--- src/rtl/evt_cause_pkg.sv ---
package evt_cause_pkg;
  localparam int REG_ADDR_W = 3;

  typedef enum logic [REG_ADDR_W-1:0] {
    RA_ACK   = 3'd0,
    RA_PEEK  = 3'd1,
    RA_SET   = 3'd2,
    RA_MASK  = 3'd3,
    RA_MSET  = 3'd4,
    RA_MCLR  = 3'd5
  } reg_addr_e;
endpackage

--- src/rtl/evt_pending_reg.sv ---
module evt_pending_reg #(
  parameter int DATA_W = 32
) (
  input  logic              clk,
  input  logic              rst,
  input  logic [DATA_W-2:0] ev_i,
  input  logic              set_en,
  input  logic [DATA_W-2:0] set_data,
  input  logic              ack_en,
  output logic [DATA_W-1:0] pend_q,
  output logic [DATA_W-1:0] pend_nxt
);
  localparam int CW = DATA_W - 1;

  logic [CW-1:0] low_nxt;

  for (genvar i = 0; i < CW; i++) begin : g_bit
    assign low_nxt[i] = (pend_q[i] & ~ack_en) | ev_i[i] | (set_en & set_data[i]);
  end

  assign pend_nxt = {|low_nxt, low_nxt};

  always_ff @(posedge clk) begin
    if (rst) pend_q <= '0;
    else     pend_q <= pend_nxt;
  end

  // bits present at an acknowledge and not re-raised are gone afterwards
  a_r2_ack_clears: assert property (@(posedge clk) disable iff (rst)
    ack_en |=> ((pend_q[CW-1:0] & $past(pend_q[CW-1:0] & ~ev_i & ~(set_data & {CW{set_en}}))) == '0));

  // without an acknowledge no pending bit is ever lost
  a_r3_no_loss: assert property (@(posedge clk) disable iff (rst)
    !ack_en |=> ((pend_q[CW-1:0] & $past(pend_q[CW-1:0])) == $past(pend_q[CW-1:0])));

  // an event pulse is pending at the next edge
  a_r1_event_sets: assert property (@(posedge clk) disable iff (rst)
    (ev_i != '0) |=> ((pend_q[CW-1:0] & $past(ev_i)) == $past(ev_i)));

  // summary flag tracks the other cause bits
  a_r6_summary: assert property (@(posedge clk) disable iff (rst)
    pend_q[CW] == (pend_q[CW-1:0] != '0));
endmodule

--- src/rtl/evt_mask_reg.sv ---
module evt_mask_reg #(
  parameter int DATA_W = 32
) (
  input  logic              clk,
  input  logic              rst,
  input  logic              set_en,
  input  logic              clr_en,
  input  logic [DATA_W-1:0] data,
  output logic [DATA_W-1:0] mask_q,
  output logic [DATA_W-1:0] mask_nxt
);
  always_comb begin
    mask_nxt = mask_q;
    if (set_en) mask_nxt = mask_nxt | data;
    if (clr_en) mask_nxt = mask_nxt & ~data;
  end

  always_ff @(posedge clk) begin
    if (rst) mask_q <= '0;
    else     mask_q <= mask_nxt;
  end

  // set writes raise their bits, clear writes drop theirs
  a_r8_mask_set: assert property (@(posedge clk) disable iff (rst)
    (set_en && !clr_en) |=> ((mask_q & $past(data)) == $past(data)));
  a_r8_mask_clr: assert property (@(posedge clk) disable iff (rst)
    (clr_en && !set_en) |=> ((mask_q & $past(data)) == '0));
  a_r8_mask_hold: assert property (@(posedge clk) disable iff (rst)
    (!clr_en && !set_en) |=> $stable(mask_q));
endmodule

--- src/rtl/evt_read_port.sv ---
module evt_read_port
  import evt_cause_pkg::*;
#(
  parameter int DATA_W = 32
) (
  input  logic                  clk,
  input  logic                  rst,
  input  logic                  rd_en,
  input  logic [REG_ADDR_W-1:0] addr,
  input  logic [DATA_W-1:0]     pend_q,
  input  logic [DATA_W-1:0]     mask_q,
  output logic [DATA_W-1:0]     rd_data,
  output logic                  rd_valid
);
  logic [DATA_W-1:0] sel;

  always_comb begin
    case (addr)
      RA_ACK, RA_PEEK: sel = pend_q;
      RA_MASK:         sel = mask_q;
      default:         sel = '0;
    endcase
  end

  always_ff @(posedge clk) begin
    if (rst) begin
      rd_valid <= 1'b0;
      rd_data  <= '0;
    end else begin
      rd_valid <= rd_en;
      rd_data  <= rd_en ? sel : '0;
    end
  end

  // one-cycle read latency
  a_r10_latency: assert property (@(posedge clk) disable iff (rst)
    rd_en |=> rd_valid);
  a_r10_no_spurious: assert property (@(posedge clk) disable iff (rst)
    !rd_en |=> !rd_valid);
endmodule

--- src/rtl/evt_cause_ctrl.sv ---
module evt_cause_ctrl
  import evt_cause_pkg::*;
#(
  parameter int DATA_W = 32
) (
  input  logic                  clk,
  input  logic                  rst,
  input  logic                  rd_en,
  input  logic                  wr_en,
  input  logic [REG_ADDR_W-1:0] addr,
  input  logic [DATA_W-1:0]     wr_data,
  output logic [DATA_W-1:0]     rd_data,
  output logic                  rd_valid,
  input  logic [DATA_W-2:0]     ev_i,
  output logic                  irq_o
);
  logic ack_en, cset_en, mset_en, mclr_en;
  logic [DATA_W-1:0] pend_q, pend_nxt, mask_q, mask_nxt;

  assign ack_en  = rd_en && (addr == RA_ACK);
  assign cset_en = wr_en && (addr == RA_SET);
  assign mset_en = wr_en && (addr == RA_MSET);
  assign mclr_en = wr_en && (addr == RA_MCLR);

  evt_pending_reg #(.DATA_W(DATA_W)) i_pend (
    .clk(clk), .rst(rst), .ev_i(ev_i), .set_en(cset_en),
    .set_data(wr_data[DATA_W-2:0]), .ack_en(ack_en),
    .pend_q(pend_q), .pend_nxt(pend_nxt)
  );

  evt_mask_reg #(.DATA_W(DATA_W)) i_mask (
    .clk(clk), .rst(rst), .set_en(mset_en), .clr_en(mclr_en),
    .data(wr_data), .mask_q(mask_q), .mask_nxt(mask_nxt)
  );

  evt_read_port #(.DATA_W(DATA_W)) i_rd (
    .clk(clk), .rst(rst), .rd_en(rd_en), .addr(addr),
    .pend_q(pend_q), .mask_q(mask_q),
    .rd_data(rd_data), .rd_valid(rd_valid)
  );

  always_ff @(posedge clk) begin
    if (rst) irq_o <= 1'b0;
    else     irq_o <= |(mask_nxt & pend_nxt);
  end

  // the registered line agrees with the stored registers
  a_r5_irq_level: assert property (@(posedge clk) disable iff (rst)
    irq_o == ((mask_q & pend_q) != '0));
endmodule

--- config.mk ---
export PLATFORM = sky130hd
export DESIGN_NAME = evt_cause_ctrl
export DESIGN_NICKNAME = d
export VERILOG_FILES = /design/src/rtl/evt_cause_pkg.sv /design/src/rtl/evt_pending_reg.sv /design/src/rtl/evt_mask_reg.sv /design/src/rtl/evt_read_port.sv /design/src/rtl/evt_cause_ctrl.sv
export SDC_FILE = /design/constraint.sdc
export NUM_CORES = 1
export LEC_CHECK = 0
export ABC_AREA = 0
export BUFFER_PORTS_ARGS = -buffer_cell sky130_fd_sc_hd__buf_2
export CAP_MARGIN = 20
export CORE_MARGIN = 2
export CORE_UTILIZATION = 40
export DETAILED_ROUTE_END_ITERATION = 10
export GPL_TIMING_DRIVEN = 0
export PLACE_DENSITY = 0.63
export SLEW_MARGIN = 40
export SYNTH_ARGS = -nofsm -noshare
export SYNTH_HDL_FRONTEND = slang
export SYNTH_SLANG_ARGS = --single-unit
export TNS_END_PERCENT = 100
--- constraint.sdc ---
create_clock -name clk -period 5.1 [get_ports clk]
set_input_delay 0.51 -clock clk [delete_from_list [all_inputs] [get_ports clk]]
set_output_delay 0.51 -clock clk [all_outputs]
set_load 0.1 [all_outputs]
# == Word-level counts from Yosys, hierarchy flattened ==
# Cells that the tools add are included.
# totals
reg_bits,98
input_bits,70
wordCells,152
# classes
n_reduce_logical,9
eq_ne,5
muxes,3
n_bitwise,130
# op_table
operator,count
$and A32 B32 Y32,2
$mux W32,2
$pmux W32 S2,1
$and A1 B1 Y1,62
$or A1 B1 Y1,62
$not A32 Y32,1
$or A32 B32 Y32,1
$reduce_or A32 Y1,1
$reduce_or A31 Y1,1
$eq A3 B2 Y1 const B,2
$eq A3 B3 Y1 const B,2
$logic_and A1 B1 Y1,4
$reduce_or A2 Y1,2
$eq A3 B1 Y1 const B,1
$logic_not A3 Y1,1
$not A1 Y1,2

# == Longest topological paths before layout ==
# logic_depth
ltp_word,9
ltp_mapped,10
depth_no_buf,7

# == Modules after synthesis ==
# From an unflattened synthesis, not the netlist that was laid out.
# hier_totals
hier_cells,461
hier_area_um2,4464.3
# modules_own_cells
module,cells_per_inst,seq_area_each_um2,instances,area_per_inst_um2
evt_mask_reg,141,640.6,1,1559.0
evt_read_port,145,660.6,1,1395.1
evt_pending_reg,147,640.6,1,1290.0
evt_cause_ctrl,28,20.0,1,220.2

# == Worst setup path before layout ==
# OpenSTA, ideal clock, no wires.
# synth_path
path_kind,input to register
startpoint,in addr[2]
endpoint,reg irq_o
t_arrival_ns,2.368
t_required_ns,4.973
slack_ns,2.605
stages,7
path_buffers,1
path_cell_list,or4b_4 -> buf_6 -> a221oi_2 -> o22ai_1 -> or4_1 -> nor4_1 -> o21ai_1
# synth_via
elab_chain_len,9
word_cells_on_any_way,139
cone_classes,eq/ne (3); mux (2); bitwise (127); reduce/logical (7)
# synth_lines
element,line_no,rtl
"start, declared",evt_cause_ctrl.sv:10,"input logic [REG_ADDR_W-1:0] addr,"
$logic_not A3 Y1,evt_cause_ctrl.sv:20,assign ack_en = rd_en && (addr == RA_ACK);
$logic_and A1 B1 Y1,evt_cause_ctrl.sv:20,
$not A1 Y1,evt_pending_reg.sv:18,assign low_nxt[i] = (pend_q[i] & ~ack_en) | ev_i[i] | (set_en & set_data[i]);
$and A1 B1 Y1,evt_pending_reg.sv:18,
$or A1 B1 Y1 (2 in series),evt_pending_reg.sv:18,
$reduce_or A31 Y1,evt_pending_reg.sv:21,"assign pend_nxt = {|low_nxt, low_nxt};"
$and A32 B32 Y32 (*),evt_cause_ctrl.sv:44,else irq_o <= |(mask_nxt & pend_nxt);
$reduce_or A32 Y1 (*),evt_cause_ctrl.sv:44,
"end signal, assigned",evt_cause_ctrl.sv:44,
"end, declared",evt_cause_ctrl.sv:15,output logic irq_o
# Mark *: on every way between the ends. The rest lies on a longest branch, timed or not.
# A chain may end at the register's enable or synchronous reset.

# == Worst setup path in the final report ==
# Ends and elaborated chain as after synthesis.

==> flow_metrics.tcl <==
set metrics [dict create \
    cts_buffers 9 \
    clkSinkCount 98 \
    worst_pin_slew_ns 0.808 \
    dr.pass1.iters 5 \
    die_h_um 101 \
    worstPathArrival_ns 3.17 \
    wl_per_cell_um 20.1 \
    antenna_found_initial 0 \
    row_count 35 \
    grt_use_total_pct 25.0 \
    min-delay-start "ev_i[15]" \
    ys_types 35 \
    synth_seq_cells 98 \
    finish.instance_area_um2 4650 \
    busiest_layer "met2" \
    synthArstFlopShare_pct 0 \
    syn_area_um2 3770 \
    rsz0062_at_grt "false" \
    die-area_um2 10200 \
    routed_wl_um 12600 \
    ant_nets 0 \
    grt_overflow 0 \
    cts-root-buf "clkbuf_8" \
    yosysSeqAreaShare_pct 52.0 \
    fin_nets 580 \
    synthMuxAreaShare_pct 5.84 \
    finalClockSkew_ns 0.0107 \
    synthSimpleGateAreaFrac_pct 18.5 \
    syn_inst 396 \
    avgSynthCellArea_um2 9.53 \
    r2r-start "i_pend.pend_q[5]" \
    power_mw 1.60 \
    synth_edf_count 0 \
    drc 0 \
    clockBufferDepth 2 \
    grt_pass1_vias 3707 \
    hold_buffers 0 \
    grt_util_met1_pct 33.1 \
    yosys_most_used_dff "dfxtp_1" \
    io_buffers 103 \
    synth.area.top_cells "dfxtp_1, nor2_1, a22oi_1" \
    cp_max_fo 10 \
    diodes 0 \
    whs_path_depth 3 \
    drt_iter0_markers 274 \
    vias_per_cell 5.97 \
    yosysTopAreaCellShare_pct 52.0 \
    critPathSlowestCell "a221oi_1" \
    cts_tree "built" \
    start_util_pct 41.0 \
    setup_violations 0 \
    worstSetupPathType "input pin to flop" \
    post_cts_buffers 0 \
    worstSetupStartpointType "input pin" \
    status "finished, final reports clean" \
    synth-adder-area-share_pct 0 \
    cts_max_level 3 \
    vdd_drop_max_uv 176 \
    met3_usage_pct 5.83 \
    placed_area_um2 4430 \
    gp_congestion 0.904 \
    reg2regPathDepth 5 \
    final_layout_size_suffix_gt1_share_pct 26.0 \
    hold_viol_final 0 \
    crit_buf_inv 3 \
    crit_family "simple AND/OR/NAND/NOR gates" \
    powerDensity_nw_per_um2 344 \
    vias 3738 \
    critical_path.max_stage_delay_ns 0.69 \
    critPathCaptureType "flop" \
    synth-warning-count 0 \
    crit_chain "buf_2, or4b_4, buf_6, buf_6, a221oi_1, o22ai_1, nor4_1, nand2_1, nor4_1, o21ai_1" \
    max_freq_mhz 341 \
    synth_top_family_by_area "compound AO/OA/AOI/OAI gates" \
    min_period_ns 2.93 \
    leakage_nw 2.04 \
    relSlewSlack_pct 46.2 \
    die_width_um 101 \
    area_growth_pct 23.3 \
    fin_setup_tns_ns 0 \
    hp-class "input pin to flop" \
    cap_violations 0 \
    synth_top_cell_by_area "dfxtp_1" \
    worstHoldEndpoint "i_pend.pend_q[15]" \
    syn-num-nets 466 \
    grt_pass1_wl_um 19300 \
    cp_data_required_time_ns 5.34 \
    r2r_slack_ns 2.92 \
    clk_latency_ns 0.37 \
    clk_pin_slew_ns 0.10 \
    postCtsResizedCells 0 \
    r2r-end "irq_o" \
    drv_slew 0 \
    grt_max_degree 17 \
    ios 104 \
    use_met2_pct 38.8 \
    synth.top_cells.by_count "dfxtp_1, nor2_1, a22oi_1" \
    core_um2 9200 \
    fin_crit_sh_pct 57.4 \
    hpwl_um 9150 \
    yosys.area_share.xor_xnor_pct 0 \
    synth_compound_area_share_pct 19.6 \
    synth.most_common_cell "dfxtp_1" \
]
-- metrics by stage --
step           util (%)  setup WS [ns]  cells  hold WS [ns]
2_1_floorplan         -           2.60    396         0.443
3_3_place_gp       48.1           1.94    610         0.484
3_5_place_dp       48.1           1.90    610         0.487
4_1_cts            50.6           2.29    626         0.372
5_1_grt            50.6           2.11    626         0.383
6_report           50.6           2.17    626         0.369
-- worst max-delay path by stage --
stage            start    end  slack, ns  cells after the start
3_3_place_gp   addr[2]  irq_o       1.94                     10
3_5_place_dp   addr[2]  irq_o       1.90                     10
5_1_grt        addr[2]  irq_o       2.11                     10
4_1_cts        addr[2]  irq_o       2.29                     10
6_report       addr[2]  irq_o       2.17                     10
2_1_floorplan  addr[2]  irq_o       2.60                      7
-- registers in the layout (all words and copies together), names as in the netlist --
| signal | cells |
|---|---|
| i_mask.mask_q | 32 |
| i_pend.pend_q | 32 |
| i_rd.rd_data | 32 |
| i_rd.rd_valid | 1 |
| irq_o | 1 |
-- where the power goes --
group	total (mW)	internal, mW	switching [mW]	leakage, nW
Clock	0.569	0.291	0.278	0.109
Sequential	0.810	0.796	0.0147	0.803
Combinational	0.221	0.0677	0.154	1.13
Total	1.60	1.15	0.447	2.04
-- layout make-up --
| cell class | count | area, um^2 |
|---|---|---|
| plain buffers | 32 | 144 |
| clock buffers | 10 | 138 |
| clock inverters | 6 | 88.8 |
| fillers | 938 | 4540 |
| inverters | 2 | 7.51 |
| multi-input cells | 264 | 1660 |
| flip-flops and latches | 98 | 1960 |
| well taps | 111 | 139 |
| repair buffers | 103 | 515 |
-- kinds of logic (layout without fill, tap and decap cells) --
group / count (synthesis) / count (layout)
AOI/OAI and AO/OA: 92 / 92
buffers and inverters: 34 / 153
DFF: 98 / 98
muxes: 22 / 22
and+or+nand+nor: 150 / 150
-- worst register-to-register path: cells and delay by family, from the launching register on --
family	cells	cell delay (ns)
compound gates	3	0.85
simple gates	2	0.87
flops	1	0.33
-- cell usage in the layout, fill, tap and decap left out, types with 2 or more instances in the layout --
cell          n
o22ai_1       5
clkbuf_1     23
a221oi_2      6
o22a_1        2
a21oi_1      11
nand4_1       7
nor3_1        7
a221oi_1     25
clkbuf_8     10
clkinvlp_4    2
buf_6         2
nand4b_1      9
and3_1        7
nor4_1        5
bufinv_16     2
nor2_1       90
a22oi_1      32
nand2_1      17
mux2i_1      22
buf_2       107
o32ai_1       7
buf_1         2
dfxtp_1      98
-- per-layer routing --
metal | wire [um] | up-vias
met3 | 1170 | 37
met4 | 367 | 0
met5 | 0 | -
li1 | - | 1701
met1 | 5250 | 1780
met2 | 5800 | 220
Note: power is estimated with default switching activity, not from simulation.
